--- src/rtl/sprite_status_pkg.sv ---
package sprite_status_pkg;

  // flag positions inside the flag vector (status bits above the number)
  localparam int unsigned NUM_FLAGS = 3;
  localparam int unsigned COLL_BIT  = 0;
  localparam int unsigned FIFTH_BIT = 1;
  localparam int unsigned FRAME_BIT = 2;

endpackage

--- src/rtl/ss_rst_sync.sv ---
module ss_rst_sync (
  input  logic clk,
  input  logic arst_n,
  output logic rst_q_n
);

  logic stage1_q;
  logic stage2_q;

  always_ff @(posedge clk or negedge arst_n) begin
    if (!arst_n) begin
      stage1_q <= 1'b0;
      stage2_q <= 1'b0;
    end else begin
      stage1_q <= 1'b1;
      stage2_q <= stage1_q;
    end
  end

  assign rst_q_n = stage2_q;

endmodule

--- src/rtl/ss_flag_bank.sv ---
module ss_flag_bank #(
  parameter int unsigned N = 3
) (
  input  logic         clk,
  input  logic         rst_n,
  input  logic [N-1:0] set_i,
  input  logic         clr_i,
  output logic [N-1:0] flag_o
);

  for (genvar g = 0; g < int'(N); g++) begin : g_flag
    logic flag_q;
    logic flag_d;
    logic flag_en;

    // the clear term dominates any set arriving in the same cycle
    always_comb begin
      flag_en = clr_i | set_i[g];
      flag_d  = clr_i ? 1'b0 : 1'b1;
    end

    always_ff @(posedge clk or negedge rst_n) begin
      if (!rst_n) begin
        flag_q <= 1'b0;
      end else if (flag_en) begin
        flag_q <= flag_d;
      end
    end

    assign flag_o[g] = flag_q;
  end

endmodule

--- src/rtl/ss_coll_window.sv ---
module ss_coll_window #(
  parameter int unsigned X_W         = 9,
  parameter int unsigned Y_W         = 9,
  parameter int unsigned H_ACTIVE    = 256,
  parameter int unsigned LINES_SHORT = 192,
  parameter int unsigned LINES_TALL  = 240
) (
  input  logic           hit_i,
  input  logic [X_W-1:0] x_i,
  input  logic [Y_W-1:0] line_i,
  input  logic           tall_i,
  output logic           valid_o
);

  localparam logic [X_W-1:0] X_LIM     = X_W'(H_ACTIVE);
  localparam logic [Y_W-1:0] Y_LIM_S   = Y_W'(LINES_SHORT);
  localparam logic [Y_W-1:0] Y_LIM_T   = Y_W'(LINES_TALL);

  logic [Y_W-1:0] y_lim;
  logic           col_on;
  logic           row_on;

  always_comb begin
    y_lim   = tall_i ? Y_LIM_T : Y_LIM_S;
    col_on  = (x_i < X_LIM);
    row_on  = (line_i < y_lim);
    valid_o = hit_i & col_on & row_on;
  end

endmodule

--- src/rtl/ss_num_track.sv ---
module ss_num_track #(
  parameter int unsigned IDX_W = 5
) (
  input  logic             clk,
  input  logic             rst_n,
  input  logic             sample_i,
  input  logic [IDX_W-1:0] idx_i,
  input  logic             freeze_i,
  output logic [IDX_W-1:0] num_o
);

  logic [IDX_W-1:0] num_q;
  logic [IDX_W-1:0] num_d;
  logic             num_en;

  always_comb begin
    num_en = sample_i & ~freeze_i;
    num_d  = idx_i;
  end

  always_ff @(posedge clk or negedge rst_n) begin
    if (!rst_n) begin
      num_q <= '0;
    end else if (num_en) begin
      num_q <= num_d;
    end
  end

  assign num_o = num_q;

endmodule

--- src/rtl/sprite_status_reg.sv ---
module sprite_status_reg
  import sprite_status_pkg::*;
#(
  parameter int unsigned IDX_W       = 5,
  parameter int unsigned X_W         = 9,
  parameter int unsigned Y_W         = 9,
  parameter int unsigned H_ACTIVE    = 256,
  parameter int unsigned LINES_SHORT = 192,
  parameter int unsigned LINES_TALL  = 240,
  localparam int unsigned STAT_W     = NUM_FLAGS + IDX_W
) (
  input  logic              clk,
  input  logic              rst_n,
  input  logic              frame_end_i,
  input  logic              scan_valid_i,
  input  logic [IDX_W-1:0]  scan_idx_i,
  input  logic              too_many_i,
  input  logic              coll_hit_i,
  input  logic [X_W-1:0]    coll_x_i,
  input  logic [Y_W-1:0]    coll_line_i,
  input  logic              row30_i,
  input  logic              max_rpt_i,
  input  logic              rd_stb_i,
  input  logic              int_en_i,
  output logic [STAT_W-1:0] status_o,
  output logic              irq_o
);

  logic                 rst_q_n;
  logic                 coll_ok;
  logic [NUM_FLAGS-1:0] set_vec;
  logic [NUM_FLAGS-1:0] flags;
  logic                 num_freeze;
  logic                 num_sample;
  logic [IDX_W-1:0]     num;

  ss_rst_sync u_rst (
    .clk     (clk),
    .arst_n  (rst_n),
    .rst_q_n (rst_q_n)
  );

  ss_coll_window #(
    .X_W         (X_W),
    .Y_W         (Y_W),
    .H_ACTIVE    (H_ACTIVE),
    .LINES_SHORT (LINES_SHORT),
    .LINES_TALL  (LINES_TALL)
  ) u_win (
    .hit_i   (coll_hit_i),
    .x_i     (coll_x_i),
    .line_i  (coll_line_i),
    .tall_i  (row30_i),
    .valid_o (coll_ok)
  );

  always_comb begin
    set_vec            = '0;
    set_vec[FRAME_BIT] = frame_end_i;
    set_vec[FIFTH_BIT] = too_many_i;
    set_vec[COLL_BIT]  = coll_ok;
  end

  ss_flag_bank #(
    .N (NUM_FLAGS)
  ) u_flags (
    .clk    (clk),
    .rst_n  (rst_q_n),
    .set_i  (set_vec),
    .clr_i  (rd_stb_i),
    .flag_o (flags)
  );

  // the number latch freezes on the registered flag, so a read that clears
  // the flag frees it from the following cycle on
  always_comb begin
    num_freeze = flags[FIFTH_BIT] & ~max_rpt_i;
    num_sample = scan_valid_i | too_many_i;
  end

  ss_num_track #(
    .IDX_W (IDX_W)
  ) u_num (
    .clk      (clk),
    .rst_n    (rst_q_n),
    .sample_i (num_sample),
    .idx_i    (scan_idx_i),
    .freeze_i (num_freeze),
    .num_o    (num)
  );

  always_comb begin
    status_o = {flags[FRAME_BIT], flags[FIFTH_BIT], flags[COLL_BIT], num};
    irq_o    = flags[FRAME_BIT] & int_en_i;
  end

endmodule

--- config.mk ---
export PLATFORM = sky130hd
export DESIGN_NAME = sprite_status_reg
export DESIGN_NICKNAME = d
export VERILOG_FILES = /design/src/rtl/sprite_status_pkg.sv /design/src/rtl/ss_rst_sync.sv /design/src/rtl/ss_flag_bank.sv /design/src/rtl/ss_coll_window.sv /design/src/rtl/ss_num_track.sv /design/src/rtl/sprite_status_reg.sv
export SDC_FILE = /design/constraint.sdc
export NUM_CORES = 1
export LEC_CHECK = 0
export BUFFER_PORTS_ARGS = -buffer_cell sky130_fd_sc_hd__buf_4
export CAP_MARGIN = 15
export CORE_AREA = 3 3 40 42
export CTS_CLUSTER_SIZE = 40
export DETAILED_ROUTE_END_ITERATION = 10
export DIE_AREA = 0 0 43 45
export HOLD_SLACK_MARGIN = 0.02
export PLACE_DENSITY = 0.77
export RECOVER_POWER = 25
export SYNTH_ARGS = -nofsm -noshare
export SYNTH_HDL_FRONTEND = slang
export SYNTH_SLANG_ARGS = --single-unit
--- constraint.sdc ---
create_clock -name clk -period 1.8 [get_ports clk]
set_input_delay 0.27 -clock clk [delete_from_list [all_inputs] [get_ports clk]]
set_output_delay 0.27 -clock clk [all_outputs]
set_load 0.02 [all_outputs]
Word-level counts from Yosys, hierarchy flattened
Cells that the tools add are included.

word-level totals
  flip-flop bits (word level) = 10
  input port bits = 33
  output and inout port bits = 9
  word-level logic and storage cells = 21

cells by class
  order comparisons = 2
  multiplexer cells = 2
  bitwise operators = 11

operator list
  operator              number
  $lt A9 B9 Y1          1
  $lt A9 B9 Y1 const B  1
  $mux W6               1
  $and A1 B1 Y1         5
  $or A1 B1 Y1          4
  $not A1 Y1            2
  $mux W1               1

Depth between registers and ports, before layout
Gate-level depths: netlist of the first run.

  word-level depth = 4
  mapped depth = 5
  gate-level depth less buffers = 5

Modules after synthesis
From an unflattened synthesis of the first run, not the netlist that was laid out.

second synthesis, totals
  cells, all modules = 32
  area, all modules = 446.7 um2

modules (own cells, without submodules)
  module             times used  cells each  area an instance (um2)  seq. area each (um2)
  ss_num_track       1           11          195.2                   125.1
  ss_flag_bank       1           9           127.6                   75.1
  ss_rst_sync        1           3           53.8                    50.0
  ss_coll_window     1           6           51.3                    0.0
  sprite_status_reg  1           3           18.8                    0.0

Worst setup path before layout of the first run
Ideal clock, no wire load.

  path kind = reg-to-reg
  start point = register u_flags.g_flag[1].flag_q
  end point = register u_num.num_q[0], in the netlist u_num.num_o[0]
  setup time = 125 ps
  arrival time = 923 ps
  required time = 1675 ps
  slack = 752 ps
  cell stages (with the launch flop) = 4
  path buffers = 0
  period minus slack after synthesis = 1048 ps
  cell sequence = dfrtp_1 -> inv_1 -> o22ai_4 -> mux2_2

between the ends
  cells in the longest elaborated chain, start to end = 3

RTL lines
  what                    RTL line                 source
  start, declared         ss_flag_bank.sv:12       logic flag_q;
  start signal, assigned  ss_flag_bank.sv:26       flag_q <= flag_d;
  $and A1 B1 Y1           sprite_status_reg.sv:77  num_freeze = flags[FIFTH_BIT] & ~max_rpt_i;
  $not A1 Y1              ss_num_track.sv:17       num_en = sample_i & ~freeze_i;
  $and A1 B1 Y1           ss_num_track.sv:17
  end signal, assigned    ss_num_track.sv:25       num_q <= num_d;
  end, declared           ss_num_track.sv:12       logic [IDX_W-1:0] num_q;

No other way between the ends.
A chain may end at the register's enable or synchronous reset.

Worst setup path after layout of the first run
  start point = register u_flags.g_flag[2].flag_q
  end point = output port irq_o

between the ends
  cells in the longest elaborated chain, start to end = 1

RTL lines
  what                    RTL line                 source
  start, declared         ss_flag_bank.sv:12
  start signal, assigned  ss_flag_bank.sv:26
  $and A1 B1 Y1           sprite_status_reg.sv:94  irq_o = flags[FRAME_BIT] & int_en_i;
  end, declared           sprite_status_reg.sv:26  output logic irq_o

No other way between the ends.

==> summary.json, run 1 <==
{
  "synth_top_family_by_area": {"value": "simple AND/OR/NAND/NOR gates"},
  "required": {"value": 1.53, "unit": "ns"},
  "synth-simple-area-share": {"value": 13.5, "unit": "%"},
  "cts-buffers-inserted": {"value": 3},
  "postSynthRegisterBits": {"value": 10},
  "cpLargestDelayFamily": {"value": "flip-flops"},
  "die_area": {"value": 1940, "unit": "um^2"},
  "delay_of_the_slowest_critical_path_stage": {"value": 0.38, "unit": "ns"},
  "die_height": {"value": 45, "unit": "um"},
  "crit_path_max_fanout": {"value": 3},
  "data_arrival_critical_path": {"value": 0.93, "unit": "ns"},
  "rsz0062_at_grt": {"value": "no"},
  "dp.final_hpwl": {"value": 871, "unit": "um"},
  "crit_path_end_kind": {"value": "output pin"},
  "synth-adder-area-share": {"value": 2.87, "unit": "%"},
  "grt_first_pass_wirelength": {"value": 1.50, "unit": "mm"},
  "clock_sink_count": {"value": 10},
  "final.min_clock_period": {"value": 1.20, "unit": "ns"},
  "post_route_drc": {"value": 0},
  "report.final.hold_viol_count": {"value": 0},
  "vdd_drop_max": {"value": 352, "unit": "uV"},
  "slew_limit_fails": {"value": 0},
  "netlist-cell-type-count": {"value": 15},
  "finClkSkew": {"value": 0.00227, "unit": "ns"},
  "route.detailed.vias_per_inst": {"value": 4.55},
  "num-fill-cells": {"value": 130},
  "dieWidth": {"value": 43, "unit": "um"},
  "outcome": {"value": "finished clean"},
  "crit_slowest_cell": {"value": "sky130_fd_sc_hd__dfrtp_1"},
  "via_count": {"value": 364},
  "num-nets-final": {"value": 101},
  "core_area": {"value": 1280, "unit": "um^2"},
  "gp_congestion": {"value": 0.625},
  "synth_xor_area_share": {"value": 0, "unit": "%"},
  "post_synth_instance_area": {"value": 437, "unit": "um^2"},
  "grt_max_degree": {"value": 9},
  "worst_skew_pair.late_latency": {"value": 0.26, "unit": "ns"},
  "yosysWarnings": {"value": 0},
  "tritoncts_clock_tree": {"value": "yes"},
  "cp.buffers_inverters": {"value": 1},
  "whs": {"value": 0.132, "unit": "ns"},
  "power.total": {"value": 0.531, "unit": "mW"},
  "power.density_cell_area": {"value": 778, "unit": "nW/um^2"},
  "cp-start-kind": {"value": "flip-flop"},
  "floorplan.rows": {"value": 13},
  "number_of_antenna_violations_at_the_first_check_in_global_routing": {"value": 0},
  "routed_wl": {"value": 984, "unit": "um"},
  "setup.worst_path.class": {"value": "flip-flop to output pin"},
  "multi_input_comb_area": {"value": 156, "unit": "um^2"},
  "cts_resized": {"value": 0},
  "finish.utilization": {"value": 53.2, "unit": "%"},
  "via_count_of_the_first_global_routing_pass": {"value": 347},
  "layout.area.seq": {"value": 250, "unit": "um^2"},
  "synth_compound_gate_area_share": {"value": 5.73, "unit": "%"},
  "cts.hold.buffers_added": {"value": 1},
  "globalRouteTotalUtil": {"value": 11.6, "unit": "%"},
  "inserted_diodes": {"value": 0},
  "boundaryPins": {"value": 42},
  "initial_core_util": {"value": 34.0, "unit": "%"},
  "detail-route-antenna-nets": {"value": 0},
  "max_freq": {"value": 830, "unit": "MHz"},
  "synth_area_per_cell": {"value": 12.5, "unit": "um^2"},
  "drt_first_iter_violations": {"value": 2},
  "proportion_of_synthesized_chip_area_in_sequential_cells": {"value": 57.3, "unit": "%"},
  "postSynthNetCount": {"value": 69},
  "setup_viol_count_final": {"value": 0},
  "cts.clk_slew.worst_paths": {"value": 0.06, "unit": "ns"},
  "setup-tns-final": {"value": 0, "unit": "ns"},
  "leakage_power_of_the_design": {"value": 0.339, "unit": "nW"},
  "drive_above_1_share": {"value": 58.5, "unit": "%"},
  "areaGrowthSynthToFinish": {"value": 56.4, "unit": "%"},
  "ctsHtreeMaxLevel": {"value": 1},
  "mux_share_of_post_synthesis_cell_area": {"value": 12.9, "unit": "%"},
  "timing.max_cap.violations": {"value": 0},
  "critical_path.cell_chain": {"value": "and2_1, buf_4"},
  "clock_path_buffers": {"value": 2},
  "min_path_type": {"value": "flip-flop to asynchronous set/reset pin"},
  "clockRootBuffer": {"value": "sky130_fd_sc_hd__clkbuf_4"},
  "post-cts-setup-buffer-count": {"value": 0},
  "post-route-period-util": {"value": 66.9, "unit": "%"},
  "gr-total-overflow": {"value": 0},
  "wl_per_cell": {"value": 12.3, "unit": "um"},
  "drt_pass1_iterations": {"value": 2},
  "cell_count_after_synthesis": {"value": 35},
  "port_buffers": {"value": 29}
}
cells by family after synthesis:
kind of cell,count (synthesis)
AND/OR/NAND/NOR,11
AO/OA/AOI/OAI,2
buffers and inverters,5
multiplexers,5
adder cells (fa/ha/maj),1
other,1
flip-flops,10
routing by layer:
| metal | GRT usage, % | wire length [um] | up-vias |
|---|---|---|---|
| met1 | 9.73 | 298 | 175 |
| met3 | 4.78 | 79 | 2 |
| met2 | 21.6 | 590 | 13 |
| met4 | 9.04 | 15 | 0 |
| li1 | - | - | 174 |
| met5 | 0 | 0 | - |
sequential cells by signal, summed over array words and instances (netlist names):
register               cells
u_flags.g_flag.flag_q      3
u_num.num_o                5
u_rst.rst_q_n              1
u_rst.stage1_q             1
power by group:
part	internal [mW]	total, mW	switching, mW	leakage, nW
logic	0.0723	0.126	0.0534	0.205
registers	0.244	0.257	0.0128	0.120
clock network	0.0771	0.149	0.0718	0.0138
metrics by stage:
stage               instance area [um^2]  std cells  worst slack (ns)
CTS                                  683         80             0.587
floorplan                            437         35             0.752
finish                               683         80             0.595
global placement                     651         76             0.680
detailed placement                   651         76             0.643
global route                         683         80             0.537
synthesized netlist by cell type:
| cell | number | area share (%) |
|---|---|---|
| sky130_fd_sc_hd__o22ai_4 | 1 | 4.6 |
| sky130_fd_sc_hd__and2_1 | 1 | 1.4 |
| sky130_fd_sc_hd__nor2_1 | 4 | 3.4 |
| sky130_fd_sc_hd__conb_1 | 1 | 0.86 |
| sky130_fd_sc_hd__buf_4 | 3 | 5.2 |
| sky130_fd_sc_hd__nor3b_1 | 1 | 1.7 |
| sky130_fd_sc_hd__ha_1 | 1 | 2.9 |
| sky130_fd_sc_hd__inv_1 | 2 | 1.7 |
| sky130_fd_sc_hd__mux2_2 | 5 | 13 |
| sky130_fd_sc_hd__nor2b_1 | 1 | 1.4 |
| sky130_fd_sc_hd__nand4b_1 | 1 | 2.0 |
| sky130_fd_sc_hd__a21oi_1 | 1 | 1.1 |
| sky130_fd_sc_hd__nor3_1 | 2 | 2.3 |
| sky130_fd_sc_hd__dfrtp_1 | 10 | 57 |
| sky130_fd_sc_hd__nand3_1 | 1 | 1.1 |
layout by cell type (no fill, tap or decap):
cell	netlist	routed
sky130_fd_sc_hd__nor2b_1	1	1
sky130_fd_sc_hd__dlygate4sd3_1	0	1
sky130_fd_sc_hd__nor2_1	4	4
sky130_fd_sc_hd__and2_1	1	1
sky130_fd_sc_hd__nand3_1	1	1
sky130_fd_sc_hd__dfrtp_1	10	10
sky130_fd_sc_hd__o22ai_4	1	1
sky130_fd_sc_hd__clkbuf_4	0	4
sky130_fd_sc_hd__inv_1	2	2
sky130_fd_sc_hd__nand4b_1	1	1
sky130_fd_sc_hd__nor3b_1	1	1
sky130_fd_sc_hd__a21oi_1	1	1
sky130_fd_sc_hd__conb_1	1	1
sky130_fd_sc_hd__mux2_2	5	5
sky130_fd_sc_hd__ha_1	1	1
sky130_fd_sc_hd__buf_4	3	28
sky130_fd_sc_hd__nor3_1	2	2
final timing paths:
kind                                                       from                                    to  slack (ns)  cells after the start
max                        u_flags.g_flag[2].flag_q$_DFFE_PN0P_                                 irq_o        0.60                      2
min                                     u_rst.rst_q_n$_DFF_PN0_  u_flags.g_flag[2].flag_q$_DFFE_PN0P_        0.13                      0
max reg2reg                u_flags.g_flag[1].flag_q$_DFFE_PN0P_            u_num.num_o[0]$_DFFE_PN0P_        0.67                      3
min reg2reg                             u_rst.rst_q_n$_DFF_PN0_  u_flags.g_flag[2].flag_q$_DFFE_PN0P_        0.13                      0
max in group asynchronous                                 rst_n              u_rst.stage1_q$_DFF_PN0_        1.38                      2
min in group clk                                       rd_stb_i  u_flags.g_flag[2].flag_q$_DFFE_PN0P_        0.17                      2
cell type report:
cell class              count  area share [%]
well taps                  15            2.75
inverters                   2            1.10
repair buffers             30            33.3
multi-input cells          20            22.9
flip-flops and latches     10            36.6
clock buffers               3            3.30
Note: power is estimated with default switching activity, not from simulation.
==> inputs of run 2 (changes only) <==
ABC_AREA = 1   (was not set)
CORE_AREA = not set   (was 3 3 40 42)
CORE_MARGIN = 3   (was not set)
CORE_UTILIZATION = 35   (was not set)
DIE_AREA = not set   (was 0 0 43 45)
PLACE_DENSITY = 0.79   (was 0.77)
clock period = 1.12 ns   (was 1.8 ns; I/O delays follow)
==> summary.json, run 2 <==
{
  "grt_first_pass_wirelength": {"value": 1.75, "unit": "mm", "change": "was 1.50 mm"},
  "metal3_wl": {"value": 71, "unit": "um", "change": "was 79 um"},
  "dp.final_hpwl": {"value": 827, "unit": "um", "change": "was 871 um"},
  "drt_first_iter_violations": {"value": 0, "change": "was 2"},
  "number_of_antenna_violations_at_the_first_check_in_global_routing": {"value": 0, "change": "unchanged"},
  "required": {"value": 0.95, "unit": "ns", "change": "was 1.53 ns"},
  "yosys_most_used_dff": {"value": "sky130_fd_sc_hd__dfrtp_1", "change": "unchanged"},
  "power.total": {"value": 0.930, "unit": "mW", "change": "was 0.531 mW"},
  "setup-tns-final": {"value": 0, "unit": "ns", "change": "unchanged"},
  "synth_largest_type_area_fraction": {"value": 53.8, "unit": "%", "change": "was 57.3%"},
  "post-route-period-util": {"value": 94.2, "unit": "%"},
  "wl_per_cell": {"value": 9.95, "unit": "um", "change": "was 12.3 um"},
  "cp.buffers_inverters": {"value": 2, "change": "was 1"},
  "inserted_diodes": {"value": 0, "change": "unchanged"},
  "synth_top_area_cell": {"value": "sky130_fd_sc_hd__dfrtp_1", "change": "unchanged"},
  "highest_signal_layer_in_the_routed_design": {"value": "met4", "change": "unchanged"},
  "yosysWarnings": {"value": 0, "change": "unchanged"},
  "timing.max_cap.violations": {"value": 0, "change": "unchanged"},
  "proportion_of_synthesized_chip_area_in_sequential_cells": {"value": 53.8, "unit": "%", "change": "was 57.3%"},
  "cpLargestDelayFamily": {"value": "flip-flops", "change": "unchanged"},
  "port_buffers": {"value": 29, "change": "unchanged"},
  "die_height": {"value": 42.5, "unit": "um", "change": "was 45 um"},
  "initial_core_util": {"value": 39.7, "unit": "%", "change": "was 34.0%"},
  "crit_slowest_cell": {"value": "sky130_fd_sc_hd__dfrtp_1", "change": "unchanged"},
  "mostFrequentLayoutCells": {"value": "sky130_fd_sc_hd__buf_4, sky130_fd_sc_hd__inv_1, sky130_fd_sc_hd__dfrtp_1", "change": "was sky130_fd_sc_hd__buf_4, sky130_fd_sc_hd__dfrtp_1, sky130_fd_sc_hd__mux2_2"},
  "clock_sink_count": {"value": 10, "change": "unchanged"},
  "reg2reg_depth": {"value": 3, "change": "unchanged"},
  "drive_above_1_share": {"value": 39.5, "unit": "%", "change": "was 58.5%"},
  "num-nets-final": {"value": 121, "change": "was 101"},
  "setup_viol_count_final": {"value": 0, "change": "unchanged"},
  "post_layout_nonfiller_instances": {"value": 100, "change": "was 80"},
  "worstReg2RegEnd": {"value": "u_num.num_o[1]$_DFFE_PN0P_", "change": "was u_num.num_o[0]$_DFFE_PN0P_"},
  "routed_wl": {"value": 995, "unit": "um", "change": "was 984 um"},
  "min_path_type": {"value": "input pin to flip-flop", "change": "was flip-flop to asynchronous set/reset pin"},
  "max_freq": {"value": 948, "unit": "MHz"},
  "leakage_power_of_the_design": {"value": 0.415, "unit": "nW", "change": "was 0.339 nW"},
  "areaGrowthSynthToFinish": {"value": 55.6, "unit": "%", "change": "was 56.4%"},
  "worst_r2r_setup_slack": {"value": 0.19, "unit": "ns", "change": "was 0.67 ns"},
  "outcome": {"value": "finished clean", "change": "unchanged"},
  "clock_path_buffers": {"value": 2, "change": "unchanged"},
  "yosys-top-cells-count": {"value": "sky130_fd_sc_hd__inv_1, sky130_fd_sc_hd__dfrtp_1, sky130_fd_sc_hd__nand2_1", "change": "was sky130_fd_sc_hd__dfrtp_1, sky130_fd_sc_hd__mux2_2, sky130_fd_sc_hd__nor2_1"},
  "gp_congestion": {"value": 0.671, "change": "was 0.625"},
  "async_flop_share": {"value": 100, "unit": "%", "change": "unchanged"},
  "data_arrival_critical_path": {"value": 0.89, "unit": "ns", "change": "was 0.93 ns"},
  "cts.clk_slew.worst_paths": {"value": 0.06, "unit": "ns", "change": "about the same"},
  "slew_limit_fails": {"value": 0, "change": "unchanged"},
  "place.detailed.instances": {"value": 95, "change": "was 76"},
  "min_delay_path_depth": {"value": 2},
  "post_route_drc": {"value": 0, "change": "unchanged"},
  "postSynthRegisterBits": {"value": 10, "change": "unchanged"},
  "synthMostInstantiatedCell": {"value": "sky130_fd_sc_hd__inv_1", "change": "was sky130_fd_sc_hd__dfrtp_1"},
  "cell_count_after_synthesis": {"value": 55, "change": "was 35"},
  "final_cell_area": {"value": 724, "unit": "um^2", "change": "was 683 um^2"},
  "drt_pass1_iterations": {"value": 1, "change": "was 2"},
  "clockRootBuffer": {"value": "sky130_fd_sc_hd__clkbuf_4", "change": "unchanged"},
  "power.density_cell_area": {"value": 1280, "unit": "nW/um^2", "change": "was 778 nW/um^2"},
  "postSynthNetCount": {"value": 89, "change": "was 69"},
  "crit_path_max_fanout": {"value": 3, "change": "unchanged"},
  "via_count_of_the_first_global_routing_pass": {"value": 409, "change": "was 347"},
  "setup.worst_path.class": {"value": "flip-flop to output pin", "change": "unchanged"},
  "synth-edff-count": {"value": 0, "change": "unchanged"},
  "ctsHtreeMaxLevel": {"value": 1, "change": "unchanged"},
  "setup.worst_path.start": {"value": "u_flags.g_flag[2].flag_q$_DFFE_PN0P_", "change": "unchanged"},
  "floorplan.rows": {"value": 12, "change": "was 13"},
  "netlist_top_cells_area": {"value": "sky130_fd_sc_hd__dfrtp_1, sky130_fd_sc_hd__inv_1, sky130_fd_sc_hd__nand2_1", "change": "was sky130_fd_sc_hd__dfrtp_1, sky130_fd_sc_hd__mux2_2, sky130_fd_sc_hd__buf_4"},
  "route.detailed.vias_per_inst": {"value": 4.17, "change": "was 4.55"},
  "finClkSkew": {"value": 0.00201, "unit": "ns", "change": "was 0.00227 ns"},
  "report.final.hold_viol_count": {"value": 0, "change": "unchanged"},
  "final.min_clock_period": {"value": 1.05, "unit": "ns"},
  "worst_skew_pair.late_latency": {"value": 0.26, "unit": "ns", "change": "about the same"},
  "die_area": {"value": 1800, "unit": "um^2", "change": "was 1940 um^2"},
  "path_depth": {"value": 3, "change": "was 2"},
  "most_common_cell_after_layout_fill_and_taps_aside": {"value": "sky130_fd_sc_hd__buf_4", "change": "unchanged"},
  "cp-start-kind": {"value": "flip-flop", "change": "unchanged"},
  "flip_flop_count_of_the_largest_register_all_copies_and_words_added": {"value": 5, "change": "unchanged"},
  "drt-met1-wl": {"value": 362, "unit": "um", "change": "was 298 um"},
  "dieWidth": {"value": 42.5, "unit": "um", "change": "was 43 um"},
  "vdd_drop_max": {"value": 838, "unit": "uV", "change": "was 352 uV"},
  "rsz0062_at_grt": {"value": "yes", "change": "was no"},
  "post_synth_instance_area": {"value": 465, "unit": "um^2", "change": "was 437 um^2"},
  "wl_met2": {"value": 545, "unit": "um", "change": "was 590 um"},
  "delay_of_the_slowest_critical_path_stage": {"value": 0.39, "unit": "ns", "change": "was 0.38 ns"},
  "critical_path.reg2reg.startpoint": {"value": "u_flags.g_flag[1].flag_q$_DFFE_PN0P_", "change": "unchanged"},
  "globalRouteTotalUtil": {"value": 13.3, "unit": "%", "change": "was 11.6%"},
  "critical_path.cell_chain": {"value": "nand2_1, inv_2, buf_6", "change": "was and2_1, buf_4"},
  "crit_path_end": {"value": "irq_o", "change": "unchanged"},
  "synth_area_per_cell": {"value": 8.46, "unit": "um^2", "change": "was 12.5 um^2"},
  "cts-buffers-inserted": {"value": 3, "change": "unchanged"},
  "gr-total-overflow": {"value": 0, "change": "unchanged"},
  "netlist-cell-type-count": {"value": 11, "change": "was 15"},
  "grt_max_degree": {"value": 11, "change": "was 9"},
  "core_area": {"value": 1170, "unit": "um^2", "change": "was 1280 um^2"},
  "boundaryPins": {"value": 42, "change": "unchanged"},
  "detail-route-antenna-nets": {"value": 0, "change": "unchanged"},
  "num-fill-cells": {"value": 107, "change": "was 130"},
  "via_count": {"value": 417, "change": "was 364"},
  "placement.cell_area": {"value": 678, "unit": "um^2", "change": "was 651 um^2"},
  "tritoncts_clock_tree": {"value": "yes", "change": "unchanged"},
  "crit_path_end_kind": {"value": "output pin", "change": "unchanged"}
}
run 2: worst reg2reg max path: cells and delay by family, from the launching register on:
kind	cells	cell delay, ns
AO/OA/AOI/OAI	2	0.36
buffers and inverters	1	0.08
flip-flops	1	0.37
run 2: area by class of cell:
type / instances / area, um^2 / share of cell area (%)
tap: 14 / 17.5 / 2.42
multi-input combinational: 27 / 136 / 18.8
clock buffer: 4 / 36.3 / 5.01
timing repair buffer: 30 / 228 / 31.4
inverter: 15 / 56.3 / 7.77
sequential: 10 / 250 / 34.5
run 2: through the flow:
step	setup WS [ns]	hold slack [ns]	util [%]
final	0.0655	0.0719	61.9
after global routing	-0.0116	0.0528	61.9
after CTS	0.0494	0.0681	61.9
after detailed placement	0.153	-0.0485	57.9
after global placement	0.171	-0.0488	57.9
after floorplan	0.293	-0.128	-
run 2: worst min path at each step:
stage	start	slack, ns	end
floorplan	rst_n	-0.13	u_rst.rst_q_n$_DFF_PN0_
global placement	rst_n	-0.05	u_rst.stage1_q$_DFF_PN0_
detailed placement	rst_n	-0.05	u_rst.stage1_q$_DFF_PN0_
CTS	rd_stb_i	0.07	u_flags.g_flag[0].flag_q$_DFFE_PN0P_
global route	rd_stb_i	0.05	u_flags.g_flag[0].flag_q$_DFFE_PN0P_
finish	rd_stb_i	0.07	u_flags.g_flag[0].flag_q$_DFFE_PN0P_
run 2: layer usage:
layer | GRT usage [%] | vias up
met4 | 7.45 | 0
met2 | 22.5 | 17
met1 | 14.1 | 176
met3 | 4.72 | 2
li1 | - | 222
met5 | 0 | -
run 2: logic make-up (layout without fill, tap and decap cells):
group / count (synthesis) / in the layout / synth area share [%]
AO/OA/AOI/OAI: 7 / 7 / 10.8
adder cells (fa/ha/maj): 1 / 1 / 2.69
buffers and inverters: 18 / 49 / 16.9
flip-flops: 10 / 10 / 53.8
other: 1 / 1 / 0.806
AND/OR/NAND/NOR: 18 / 18 / 15.1
run 2: timing repair:
| item | in CTS | in global routing |
|---|---|---|
| hold buffers | 1 | 0 |
| endpoints found under the hold margin | 2 | 0 |
| setup buffers | 0 | 0 |
| setup endpoints to repair | 0 | 1 |
| gates resized for setup | 0 | 2 |
run 2: where the power goes:
group	leakage, nW	internal [mW]	switching, mW
Sequential	0.122	0.392	0.0203
Combinational	0.272	0.105	0.0947
Clock	0.0210	0.197	0.121
==> inputs of run 3 (changes only) <==
CORE_UTILIZATION = 30   (was 35)
CTS_BUF_LIST = sky130_fd_sc_hd__clkbuf_8   (was not set)
PLACE_DENSITY = 0.7   (was 0.79)
==> summary.json, run 3 (same netlist as run 2, synthesis figures left out) <==
{
  "outcome": {"value": "finished clean", "change": "unchanged"},
  "cts.clk_slew.worst_paths": {"value": 0.05, "unit": "ns", "change": "was 0.06 ns"},
  "report.final.hold_viol_count": {"value": 0, "change": "unchanged"},
  "setup.worst_path.start": {"value": "u_flags.g_flag[2].flag_q$_DFFE_PN0P_", "change": "unchanged"},
  "final.min_clock_period": {"value": 1.03, "unit": "ns", "change": "was 1.05 ns"},
  "clock_path_buffers": {"value": 2, "change": "unchanged"},
  "dieWidth": {"value": 45.4, "unit": "um", "change": "was 42.5 um"},
  "dp.final_hpwl": {"value": 777, "unit": "um", "change": "was 827 um"},
  "cts-buffers-inserted": {"value": 3, "change": "unchanged"},
  "grt_max_degree": {"value": 11, "change": "unchanged"},
  "metal3_wl": {"value": 84, "unit": "um", "change": "was 71 um"},
  "cp-start-kind": {"value": "flip-flop", "change": "unchanged"},
  "wl_met2": {"value": 513, "unit": "um", "change": "was 545 um"},
  "core_area": {"value": 1380, "unit": "um^2", "change": "was 1170 um^2"},
  "mostFrequentLayoutCells": {"value": "sky130_fd_sc_hd__buf_4, sky130_fd_sc_hd__inv_1, sky130_fd_sc_hd__dfrtp_1", "change": "unchanged"},
  "drt_first_iter_violations": {"value": 7, "change": "was 0"},
  "gp_congestion": {"value": 0.632, "change": "was 0.671"},
  "grt_first_pass_wirelength": {"value": 1.44, "unit": "mm", "change": "was 1.75 mm"},
  "required": {"value": 0.95, "unit": "ns", "change": "about the same"},
  "finClkSkew": {"value": 0.00521, "unit": "ns", "change": "was 0.00201 ns"},
  "initial_core_util": {"value": 33.7, "unit": "%", "change": "was 39.7%"},
  "clockRootBuffer": {"value": "sky130_fd_sc_hd__clkbuf_8", "change": "was sky130_fd_sc_hd__clkbuf_4"},
  "die_area": {"value": 2060, "unit": "um^2", "change": "was 1800 um^2"},
  "gr-total-overflow": {"value": 0, "change": "unchanged"},
  "max_freq": {"value": 974, "unit": "MHz", "change": "was 948 MHz"},
  "route.detailed.vias_per_inst": {"value": 4.08, "change": "was 4.17"},
  "min_path_type": {"value": "input pin to flip-flop", "change": "unchanged"},
  "detail-route-antenna-nets": {"value": 0, "change": "unchanged"},
  "power.density_cell_area": {"value": 1420, "unit": "nW/um^2", "change": "was 1280 nW/um^2"},
  "boundaryPins": {"value": 42, "change": "unchanged"},
  "clock_sink_count": {"value": 10, "change": "unchanged"},
  "post-cts-setup-buffer-count": {"value": 0, "change": "unchanged"},
  "drt-met1-wl": {"value": 330, "unit": "um", "change": "was 362 um"},
  "tritoncts_clock_tree": {"value": "yes", "change": "unchanged"},
  "setup.worst_path.class": {"value": "flip-flop to output pin", "change": "unchanged"},
  "crit_path_max_fanout": {"value": 3, "change": "unchanged"},
  "via_count": {"value": 412, "change": "was 417"},
  "leakage_power_of_the_design": {"value": 0.424, "unit": "nW", "change": "was 0.415 nW"},
  "drive_above_1_share": {"value": 38.4, "unit": "%", "change": "was 39.5%"},
  "timing.max_cap.violations": {"value": 0, "change": "unchanged"},
  "inserted_diodes": {"value": 0, "change": "unchanged"},
  "via_count_of_the_first_global_routing_pass": {"value": 379, "change": "was 409"},
  "rsz0062_at_grt": {"value": "no", "change": "was yes"},
  "num-fill-cells": {"value": 128, "change": "was 107"},
  "drt_pass1_iterations": {"value": 6, "change": "was 1"},
  "whs": {"value": 0.0994, "unit": "ns", "change": "was 0.0719 ns"},
  "vdd_drop_max": {"value": 991, "unit": "uV", "change": "was 838 uV"},
  "post-route-period-util": {"value": 91.7, "unit": "%", "change": "was 94.2%"},
  "most_common_cell_after_layout_fill_and_taps_aside": {"value": "sky130_fd_sc_hd__buf_4", "change": "unchanged"},
  "pre_cts_ws": {"value": 0.148, "unit": "ns", "change": "was 0.153 ns"},
  "worst_r2r_setup_slack": {"value": 0.20, "unit": "ns", "change": "was 0.19 ns"},
  "highest_signal_layer_in_the_routed_design": {"value": "met3", "change": "was met4"},
  "areaGrowthSynthToFinish": {"value": 59.1, "unit": "%", "change": "was 55.6%"},
  "globalRouteTotalUtil": {"value": 9.98, "unit": "%", "change": "was 13.3%"},
  "slew_limit_fails": {"value": 0, "change": "unchanged"},
  "post_route_drc": {"value": 0, "change": "unchanged"},
  "reg2reg_depth": {"value": 3, "change": "unchanged"},
  "routed_wl": {"value": 928, "unit": "um", "change": "was 995 um"},
  "num-nets-final": {"value": 121, "change": "unchanged"},
  "data_arrival_critical_path": {"value": 0.86, "unit": "ns", "change": "was 0.89 ns"},
  "setup-tns-final": {"value": 0, "unit": "ns", "change": "unchanged"},
  "flip_flop_count_of_the_largest_register_all_copies_and_words_added": {"value": 5, "change": "unchanged"},
  "setup_viol_count_final": {"value": 0, "change": "unchanged"},
  "worstReg2RegEnd": {"value": "u_num.num_o[1]$_DFFE_PN0P_", "change": "unchanged"},
  "worst_skew_pair.late_latency": {"value": 0.23, "unit": "ns", "change": "was 0.26 ns"},
  "ctsHtreeMaxLevel": {"value": 1, "change": "unchanged"},
  "wl_per_cell": {"value": 9.19, "unit": "um", "change": "was 9.95 um"},
  "crit_path_end_kind": {"value": "output pin", "change": "unchanged"},
  "critical_path.reg2reg.startpoint": {"value": "u_flags.g_flag[1].flag_q$_DFFE_PN0P_", "change": "unchanged"},
  "crit_path_end": {"value": "irq_o", "change": "unchanged"},
  "floorplan.rows": {"value": 13, "change": "was 12"},
  "finish.utilization": {"value": 53.6, "unit": "%", "change": "was 61.9%"},
  "port_buffers": {"value": 29, "change": "unchanged"},
  "die_height": {"value": 45.4, "unit": "um", "change": "was 42.5 um"},
  "number_of_antenna_violations_at_the_first_check_in_global_routing": {"value": 0, "change": "unchanged"},
  "setup_ws": {"value": 0.0930, "unit": "ns", "change": "was 0.0655 ns"}
}
-- run 3: cell counts in the layout (fill, tap and decap cells not counted) --
No cell type changed its count.
-- run 3: worst min-delay path by stage --
stage	startpoint	end	slack [ns]	depth (start not counted)
after global routing	rd_stb_i	u_flags.g_flag[2].flag_q$_DFFE_PN0P_	0.1	2
after detailed placement	rst_n	u_rst.rst_q_n$_DFF_PN0_	-0.05	1
after global placement	rst_n	u_rst.stage1_q$_DFF_PN0_	-0.05	1
final	rd_stb_i	u_flags.g_flag[0].flag_q$_DFFE_PN0P_	0.1	2
after CTS	rd_stb_i	u_flags.g_flag[0].flag_q$_DFFE_PN0P_	0.1	2
after floorplan	rst_n	u_rst.rst_q_n$_DFF_PN0_	-0.13	0
-- run 3: power breakdown --
group	total, mW	leakage (nW)	internal, mW	switching [mW]
Sequential	0.414	0.122	0.393	0.0210
Combinational	0.196	0.273	0.104	0.0925
Clock	0.444	0.0288	0.309	0.136
Total	1.05	0.424	0.805	0.249
-- run 3: per-layer routing --
metal	vias up	GRT usage (%)
li1	218	-
met1	182	8.66
met2	12	18.9
met3	0	6.32
met4	0	1.75
met5	-	0
-- run 3: per-stage QoR --
step	instance area, um^2	instances	power, mW
final	741	101	1.05
after global routing	741	101	1.12
after CTS	744	101	1.07
after detailed placement	679	96	0.618
after global placement	679	96	0.614
after floorplan	465	55	0.511
-- run 3: cell type report --
| type | instances | area, um^2 | share of cell area [%] |
|---|---|---|---|
| sequential | 10 | 250 | 33.8 |
| clock buffer | 4 | 55.1 | 7.43 |
| timing repair buffer | 30 | 224 | 30.2 |
| multi-input combinational | 27 | 136 | 18.4 |
| tap | 15 | 18.8 | 2.53 |
| inverter | 15 | 56.3 | 7.60 |
-- run 3: timing repair --
action                                 CTS  global route
endpoints found under the hold margin    2             0
hold buffers                             1             0
gates resized for setup                  0             0
-- run 3: worst max-delay path, stage by stage (launching register included) --
cell and delay (ns):
sky130_fd_sc_hd__dfrtp_1 0.39, sky130_fd_sc_hd__nand2_1 0.06, sky130_fd_sc_hd__inv_1 0.03, sky130_fd_sc_hd__buf_4 0.14
